$ cat src/rtl/evdisp_pkg.sv
package evdisp_pkg;

  localparam int NQ    = 3;
  localparam int SRC_W = 2;
  localparam int ST_W  = 5;
  localparam int EV_W  = 5;

  typedef enum logic [1:0] {
    RSP_DATA = 2'd0, RSP_DATA_EXCL = 2'd1, RSP_ACK = 2'd2, RSP_WB_ACK = 2'd3
  } rsp_kind_e;

  typedef enum logic [1:0] {
    FWD_INV = 2'd0, FWD_RD_EX = 2'd1, FWD_UPG = 2'd2, FWD_RD_SH = 2'd3
  } fwd_kind_e;

  typedef enum logic [2:0] {
    INR_RD_SH = 3'd0, INR_RD_EX = 3'd1, INR_UPG = 3'd2, INR_WB = 3'd3,
    INR_INV_DATA = 3'd4, INR_INV_ACK = 3'd5
  } inr_kind_e;

  typedef enum logic [ST_W-1:0] {
    ST_ABSENT      = 5'd0,  ST_IDLE        = 5'd1,  ST_SH_IN      = 5'd2,
    ST_SH          = 5'd3,  ST_EX_IN       = 5'd4,  ST_EX         = 5'd5,
    ST_MOD_IN      = 5'd6,  ST_MOD         = 5'd7,  ST_RD_PEND    = 5'd8,
    ST_WR_PEND     = 5'd9,  ST_UPG_PEND    = 5'd10, ST_RD_PEND_INV = 5'd11,
    ST_WB_PEND     = 5'd12, ST_WB_SINK     = 5'd13, ST_SH_RECALL  = 5'd14,
    ST_EX_RECALL   = 5'd15, ST_MOD_RECALL  = 5'd16, ST_MODX_RECALL = 5'd17,
    ST_UPG_RECALL  = 5'd18
  } line_st_e;

  typedef enum logic [EV_W-1:0] {
    EV_LOAD = 5'd0, EV_STORE = 5'd1, EV_WRBACK = 5'd2, EV_INNER_DATA_ACK = 5'd3,
    EV_INNER_ACK = 5'd4, EV_RECALL_OWN = 5'd5, EV_RECALL_OTHER = 5'd6,
    EV_REPLACE = 5'd7, EV_FWD_EXCL = 5'd8, EV_FWD_SHARED = 5'd9, EV_INVAL = 5'd10,
    EV_DATA = 5'd11, EV_DATA_EXCL = 5'd12, EV_DATA_PEER = 5'd13,
    EV_DATA_ALL = 5'd14, EV_ACK = 5'd15, EV_ACK_ALL = 5'd16, EV_WB_DONE = 5'd17
  } ev_e;

  function automatic logic inner_present(input logic [ST_W-1:0] st);
    case (line_st_e'(st))
      ST_SH_IN, ST_EX_IN, ST_MOD_IN,
      ST_SH_RECALL, ST_EX_RECALL, ST_MOD_RECALL, ST_UPG_RECALL: return 1'b1;
      default: return 1'b0;
    endcase
  endfunction

endpackage

$ cat src/rtl/evd_arb.sv
module evd_arb #(
  parameter int NQ = 3,
  parameter int SW = 2
) (
  input  logic          clk,
  input  logic          rst,
  input  logic [NQ-1:0] req,
  input  logic [NQ-1:0] hold,
  output logic [NQ-1:0] pop,
  output logic [NQ-1:0] stall,
  output logic [SW-1:0] sel
);

  // reach[i]: no higher-priority queue was popped this cycle
  logic [NQ-1:0] reach;
  assign reach[0] = 1'b1;

  for (genvar g = 0; g < NQ; g++) begin : g_q
    assign pop[g]   = reach[g] & req[g] & ~hold[g];
    assign stall[g] = reach[g] & req[g] & hold[g];
    if (g < NQ - 1) begin : g_nx
      assign reach[g+1] = reach[g] & ~(req[g] & ~hold[g]);
    end

    AST_STALL_ONLY_HELD: assert property (@(posedge clk) disable iff (rst)
      stall[g] |-> (hold[g] && req[g]));
  end

  always_comb begin
    sel = '0;
    for (int i = 0; i < NQ; i++) begin
      if (pop[i]) sel = SW'(i);
    end
  end

  AST_ONE_POP: assert property (@(posedge clk) disable iff (rst)
    $onehot0(pop));
  AST_STALL_NOT_POP: assert property (@(posedge clk) disable iff (rst)
    (stall & pop) == '0);

endmodule

$ cat src/rtl/evd_rsp_dec.sv
module evd_rsp_dec
  import evdisp_pkg::*;
#(
  parameter int CW = 4
) (
  input  logic [1:0]      kind,
  input  logic [ST_W-1:0] state,
  input  logic            from_peer,
  input  logic [CW-1:0]   ack_cnt,
  input  logic [CW-1:0]   pend_acks,
  output logic [EV_W-1:0] ev
);

  logic last_ack;
  logic read_open;

  assign last_ack  = (pend_acks == ack_cnt);
  assign read_open = (line_st_e'(state) == ST_RD_PEND) ||
                     (line_st_e'(state) == ST_RD_PEND_INV);

  always_comb begin
    case (rsp_kind_e'(kind))
      RSP_DATA_EXCL: ev = EV_DATA_EXCL;
      RSP_DATA: begin
        if (read_open && from_peer) ev = EV_DATA_PEER;
        else if (last_ack)          ev = EV_DATA_ALL;
        else                        ev = EV_DATA;
      end
      RSP_ACK:  ev = last_ack ? EV_ACK_ALL : EV_ACK;
      default:  ev = EV_WB_DONE;
    endcase
  end

endmodule

$ cat src/rtl/evd_fwd_dec.sv
module evd_fwd_dec
  import evdisp_pkg::*;
(
  input  logic [1:0]      kind,
  input  logic            hit,
  input  logic [ST_W-1:0] state,
  output logic [EV_W-1:0] ev
);

  logic need_recall;
  assign need_recall = hit && inner_present(state);

  always_comb begin
    if (need_recall) begin
      ev = EV_RECALL_OTHER;
    end else begin
      case (fwd_kind_e'(kind))
        FWD_INV:            ev = EV_INVAL;
        FWD_RD_EX, FWD_UPG: ev = EV_FWD_EXCL;
        default:            ev = EV_FWD_SHARED;
      endcase
    end
  end

endmodule

$ cat src/rtl/evd_inr_dec.sv
module evd_inr_dec
  import evdisp_pkg::*;
#(
  parameter int AW = 16
) (
  input  logic [2:0]      kind,
  input  logic [AW-1:0]   addr,
  input  logic            hit,
  input  logic            way_free,
  input  logic [AW-1:0]   vic_addr,
  input  logic [ST_W-1:0] vic_state,
  output logic [EV_W-1:0] ev,
  output logic [AW-1:0]   tgt
);

  logic recall_reply;
  logic has_room;

  assign recall_reply = (inr_kind_e'(kind) == INR_INV_DATA) ||
                        (inr_kind_e'(kind) == INR_INV_ACK);
  assign has_room     = hit || way_free;

  always_comb begin
    tgt = addr;
    if (recall_reply) begin
      ev = (inr_kind_e'(kind) == INR_INV_DATA) ? EV_INNER_DATA_ACK : EV_INNER_ACK;
    end else if (has_room) begin
      case (inr_kind_e'(kind))
        INR_RD_EX, INR_UPG: ev = EV_STORE;
        INR_WB:             ev = EV_WRBACK;
        default:            ev = EV_LOAD;
      endcase
    end else begin
      tgt = vic_addr;
      ev  = inner_present(vic_state) ? EV_RECALL_OWN : EV_REPLACE;
    end
  end

endmodule

$ cat src/rtl/evt_dispatch.sv
module evt_dispatch
  import evdisp_pkg::*;
#(
  parameter int AW = 16,
  parameter int CW = 4
) (
  input  logic          clk,
  input  logic          rst,
  input  logic          rsp_vld,
  input  logic          rsp_hold,
  input  logic [1:0]    rsp_kind,
  input  logic [AW-1:0] rsp_addr,
  input  logic [4:0]    rsp_state,
  input  logic          rsp_from_peer,
  input  logic [CW-1:0] rsp_ack_cnt,
  input  logic [CW-1:0] rsp_pend_acks,
  input  logic          fwd_vld,
  input  logic          fwd_hold,
  input  logic [1:0]    fwd_kind,
  input  logic [AW-1:0] fwd_addr,
  input  logic          fwd_hit,
  input  logic [4:0]    fwd_state,
  input  logic          inr_vld,
  input  logic          inr_hold,
  input  logic [2:0]    inr_kind,
  input  logic [AW-1:0] inr_addr,
  input  logic          inr_hit,
  input  logic          inr_way_free,
  input  logic [AW-1:0] inr_vic_addr,
  input  logic [4:0]    inr_vic_state,
  output logic [2:0]    q_pop,
  output logic [2:0]    q_stall,
  output logic          ev_vld,
  output logic [4:0]    ev_code,
  output logic [1:0]    ev_src,
  output logic [AW-1:0] ev_addr
);

  localparam int SW = SRC_W;

  logic [NQ-1:0]   req, hold, pop, stall;
  logic [SW-1:0]   sel;
  logic [EV_W-1:0] rsp_ev, fwd_ev, inr_ev;
  logic [AW-1:0]   inr_tgt;
  logic [EV_W-1:0] nxt_code;
  logic [AW-1:0]   nxt_addr;

  assign req  = {inr_vld, fwd_vld, rsp_vld} & {NQ{~rst}};
  assign hold = {inr_hold, fwd_hold, rsp_hold};

  evd_arb #(.NQ(NQ), .SW(SW)) u_arb (
    .clk(clk), .rst(rst), .req(req), .hold(hold),
    .pop(pop), .stall(stall), .sel(sel)
  );

  evd_rsp_dec #(.CW(CW)) u_rsp (
    .kind(rsp_kind), .state(rsp_state), .from_peer(rsp_from_peer),
    .ack_cnt(rsp_ack_cnt), .pend_acks(rsp_pend_acks), .ev(rsp_ev)
  );

  evd_fwd_dec u_fwd (
    .kind(fwd_kind), .hit(fwd_hit), .state(fwd_state), .ev(fwd_ev)
  );

  evd_inr_dec #(.AW(AW)) u_inr (
    .kind(inr_kind), .addr(inr_addr), .hit(inr_hit), .way_free(inr_way_free),
    .vic_addr(inr_vic_addr), .vic_state(inr_vic_state), .ev(inr_ev), .tgt(inr_tgt)
  );

  always_comb begin
    case (sel)
      SW'(0):  begin nxt_code = rsp_ev; nxt_addr = rsp_addr; end
      SW'(1):  begin nxt_code = fwd_ev; nxt_addr = fwd_addr; end
      default: begin nxt_code = inr_ev; nxt_addr = inr_tgt;  end
    endcase
  end

  always_ff @(posedge clk) begin
    if (rst) begin
      ev_vld  <= 1'b0;
      ev_code <= '0;
      ev_src  <= '0;
      ev_addr <= '0;
    end else begin
      ev_vld <= |pop;
      if (|pop) begin
        ev_code <= nxt_code;
        ev_src  <= sel;
        ev_addr <= nxt_addr;
      end
    end
  end

  assign q_pop   = pop;
  assign q_stall = stall;

  AST_RESET_IDLE: assert property (@(posedge clk) disable iff (rst)
    $fell(rst) |-> (!ev_vld && ev_addr == '0));
  AST_TOP_WINS: assert property (@(posedge clk) disable iff (rst)
    (rsp_vld && !rsp_hold) |-> (q_pop == 3'b001));
  AST_EV_AFTER_POP: assert property (@(posedge clk) disable iff (rst)
    (|q_pop) |=> ev_vld);
  AST_NO_EV_IDLE: assert property (@(posedge clk) disable iff (rst)
    !(|q_pop) |=> !ev_vld);
  AST_WB_DONE: assert property (@(posedge clk) disable iff (rst)
    (q_pop[0] && rsp_kind == 2'd3) |=> (ev_code == EV_WB_DONE));
  AST_RECALL_OTHER: assert property (@(posedge clk) disable iff (rst)
    (q_pop[1] && fwd_hit && inner_present(fwd_state)) |=> (ev_code == EV_RECALL_OTHER));
  AST_WRBACK_ROOM: assert property (@(posedge clk) disable iff (rst)
    (q_pop[2] && inr_kind == 3'd3 && (inr_hit || inr_way_free)) |=> (ev_code == EV_WRBACK));
  AST_REPLY_OWN: assert property (@(posedge clk) disable iff (rst)
    (q_pop[2] && inr_kind >= 3'd4) |=> (ev_addr == $past(inr_addr)));
  AST_VICTIM_ADDR: assert property (@(posedge clk) disable iff (rst)
    (q_pop[2] && inr_kind < 3'd4 && !inr_hit && !inr_way_free)
      |=> (ev_addr == $past(inr_vic_addr)));

endmodule

$ cat config.mk
export PLATFORM = sky130hd
export DESIGN_NAME = evt_dispatch
export DESIGN_NICKNAME = d
export VERILOG_FILES = /design/src/rtl/evdisp_pkg.sv /design/src/rtl/evd_arb.sv /design/src/rtl/evd_rsp_dec.sv /design/src/rtl/evd_fwd_dec.sv /design/src/rtl/evd_inr_dec.sv /design/src/rtl/evt_dispatch.sv
export SDC_FILE = /design/constraint.sdc
export NUM_CORES = 1
export LEC_CHECK = 0
export ABC_AREA = 1
export BUFFER_PORTS_ARGS = -buffer_cell sky130_fd_sc_hd__buf_2
export CAP_MARGIN = 20
export CORE_ASPECT_RATIO = 1.4
export CORE_UTILIZATION = 42
export CTS_BUF_LIST = sky130_fd_sc_hd__clkbuf_8
export CTS_CLUSTER_SIZE = 30
export DETAILED_ROUTE_END_ITERATION = 10
export PLACE_DENSITY = 0.83
export SLEW_MARGIN = 10
export SYNTH_ARGS = -nofsm -noshare
export SYNTH_HDL_FRONTEND = slang
export SYNTH_SLANG_ARGS = --single-unit
$ cat constraint.sdc
create_clock -name clk -period 1.4 [get_ports clk]
set_input_delay 0.07 -clock clk [delete_from_list [all_inputs] [get_ports clk]]
set_output_delay 0.07 -clock clk [all_outputs]
set_load 0.005 [all_outputs]
==> impl_metrics.json <==
{
  "dr_wl_met3_um": 408,
  "die_w_um": 58.0,
  "final_nets": 554,
  "grt_max_degree": 19,
  "cts_tree": "done",
  "drtPass1Iterations": 7,
  "synth_seq_cells": 24,
  "antenna_found_initial": 0,
  "worst_path_max_delay_cell": "nor2_8",
  "period_share_pct": 79.8,
  "synth_cells": 308,
  "reg2reg_to": "ev_addr[15]",
  "intPower_mw": 1.41,
  "slew_viol_final": 0,
  "hpwl_um": 4740,
  "clk_pin_slew_ps": 80,
  "cts_resized": 0,
  "synth.avg_cell_area_um2": 6.00,
  "slew-limit-headroom_pct": 75.2,
  "diodes": 0,
  "dp.cells": 503,
  "numPortBuffers": 135,
  "synth_cell_type_count": 29,
  "clockPowerShare_pct": 30.9,
  "cts-root-buf": "clkbuf_8",
  "end_kind": "primary output",
  "violations": "DRC",
  "arrival_ps": 1050,
  "numCtsBuffers": 3,
  "p_sw_uw": 572,
  "routed_wl_um": 5740,
  "comb_power_share_pct": 29.9,
  "area_delta_synth_final_pct": 43.8,
  "reg2reg_slack_ps": 700,
  "p_per_area_nw_per_um2": 746,
  "grt_pass1_wl_um": 8740,
  "die_h_um": 80.5,
  "hold_violations": 0,
  "setup_viol": 0,
  "min_from": "rsp_addr[9]",
  "critPathMaxStageDelay_ps": 210,
  "syn-num-nets": 414,
  "crit_buf_inv": 4,
  "num_rows": 28,
  "syn_area_um2": 1850,
  "outcome": "finished, violations left",
  "final_cell_mix": "140 x nand2_1, 135 x buf_2, 32 x inv_1",
  "gp_congestion": 0.867,
  "rsz0062_at_grt": "no",
  "io_pins": 136,
  "grt_pass1_vias": 2166,
  "start_util_pct": 43.6,
  "timing.setup.critical_path_class": "in2out",
  "drcViolationCount": 13,
  "die-area_um2": 4670,
  "startpoint_type": "input port",
  "ir_worst_vdd_v": 0.000321,
  "cpMostUsedCell": "buf_2",
  "holdPathEnd": "ev_addr[9]",
  "p_leak_nw": 1.60,
  "htree_levels": 1,
  "mostFrequentLayoutCell": "nand2_1",
  "clock-sinks": 24,
  "final_layout_size_suffix_gt1_share_pct": 36.0,
  "whs_path_depth": 3,
  "cts_setup_buffers": 0,
  "finalClockSkew_ps": 0,
  "clk-insertion-delay-late_ps": 270,
  "cp_max_fo": 15,
  "total_power_mw": 1.98,
  "wl_met1_um": 2220,
  "routed-wl-met2_um": 3000,
  "crit_family": "buffers and inverters",
  "postCtsHoldBufs": 0,
  "core_area_um2": 4240,
  "hold-worst-slack_ps": 77.6,
  "post_drt_wl_per_cell_um": 11.3,
  "final-instance-count-excl-fill": 507,
  "vias": 2432,
  "setup_tns_ps": 0,
  "r2r_cells": 2,
  "cp_cell_sequence": "buf_2 > inv_2 > nand2_1 > inv_1 > nand3_4 > nor2_8 > buf_2",
  "grt_usage_pct": 24.0,
  "r2r_start": "ev_addr[15]",
  "viasPerCell": 4.80,
  "yosys_warnings": 0,
  "first_iter_violations": 122,
  "clk_path_buf_depth": 2,
  "tightest_slew_ps": 371,
  "synth-seq-area-share_pct": 26.0,
  "drtAntennaViolNets": 0,
  "hold_class": "in2reg",
  "finalCoreUtilization_pct": 62.6,
  "swShare_pct": 28.9,
  "period_needed_ps": 1120,
  "pwr-share-seq_pct": 39.2,
  "top_layer": "met4",
  "grt_overflow_total": 0,
  "worst_ep_required_time_ps": 1330,
  "fmax_mhz": 895,
  "maxCapViolCount": 0
}
-- registers in the layout, indices dropped and copies added, names as in the netlist --
register / count
ev_src: 2
ev_code: 5
ev_addr: 16
ev_vld: 1
-- through the flow --
stage	setup WS (ps)	instance area (um2)
2_1_floorplan	340	1850
3_3_place_gp	88.3	2580
3_5_place_dp	37.2	2580
4_1_cts	269	2660
5_1_grt	171	2660
6_report	283	2660
-- worst max-delay path by stage --
stage                            from          end  slack (ps)  depth (start not counted)
after floorplan                   rst  ev_addr[10]         340                          8
after global placement            rst   ev_code[0]          90                         11
after detailed placement  inr_kind[2]   ev_addr[1]          40                          8
after CTS                         rst     q_pop[2]         270                          7
after global routing              rst     q_pop[2]         170                          7
final                             rst     q_pop[2]         280                          7
-- layer usage --
metal,global-route usage [%],up-vias
li1,-,1251
met1,25.8,1067
met2,46.3,105
met3,2.09,9
met4,9.76,0
met5,0,-
-- area by class of cell --
class,instances,area [um2]
fill,426,1580
multi-input combinational,238,1140
timing repair buffer,145,751
sequential,24,480
inverter,36,138
tap,60,75.1
clock buffer,3,41.3
clock inverter,1,30.0
-- cells by family after synthesis --
logic type	after synthesis	share of synthesized area, %
AND/OR/NAND/NOR	191	44.2
buffers and inverters	46	12.3
AO/OA/AOI/OAI	47	17.5
flip-flops	24	26.0
-- cells in the mapped netlist (all sizes together) --
master  count  share of area (%)
a22oi      11                4.5
a21oi       5                1.4
nor2       30                7.5
a21boi     11                4.5
inv        36                7.5
buf         9                4.6
clkbuf      1               0.20
o211ai      2                1.6
o21bai      1               0.41
nand4       6                2.0
dfxtp      24                 26
nand2     140                 28
o21ai      17                5.2
nand3      13                5.6
nand3b      1               0.41
nor3        1               0.27
-- power groups by stage --
stage / Combinational (mW) / Clock, mW / Sequential, mW
after floorplan: 0.297 / 0 / 0.795
final: 0.592 / 0.612 / 0.776
after global routing: 0.665 / 0.642 / 0.782
after detailed placement: 0.593 / 0 / 0.791
after global placement: 0.579 / 0 / 0.790
after CTS: 0.596 / 0.618 / 0.776
-- worst min-delay path: stages --
cell     delay, ps
buf_2           80
a22oi_1         70
o21ai_1        100
Power figures use the tool's default switching activity.
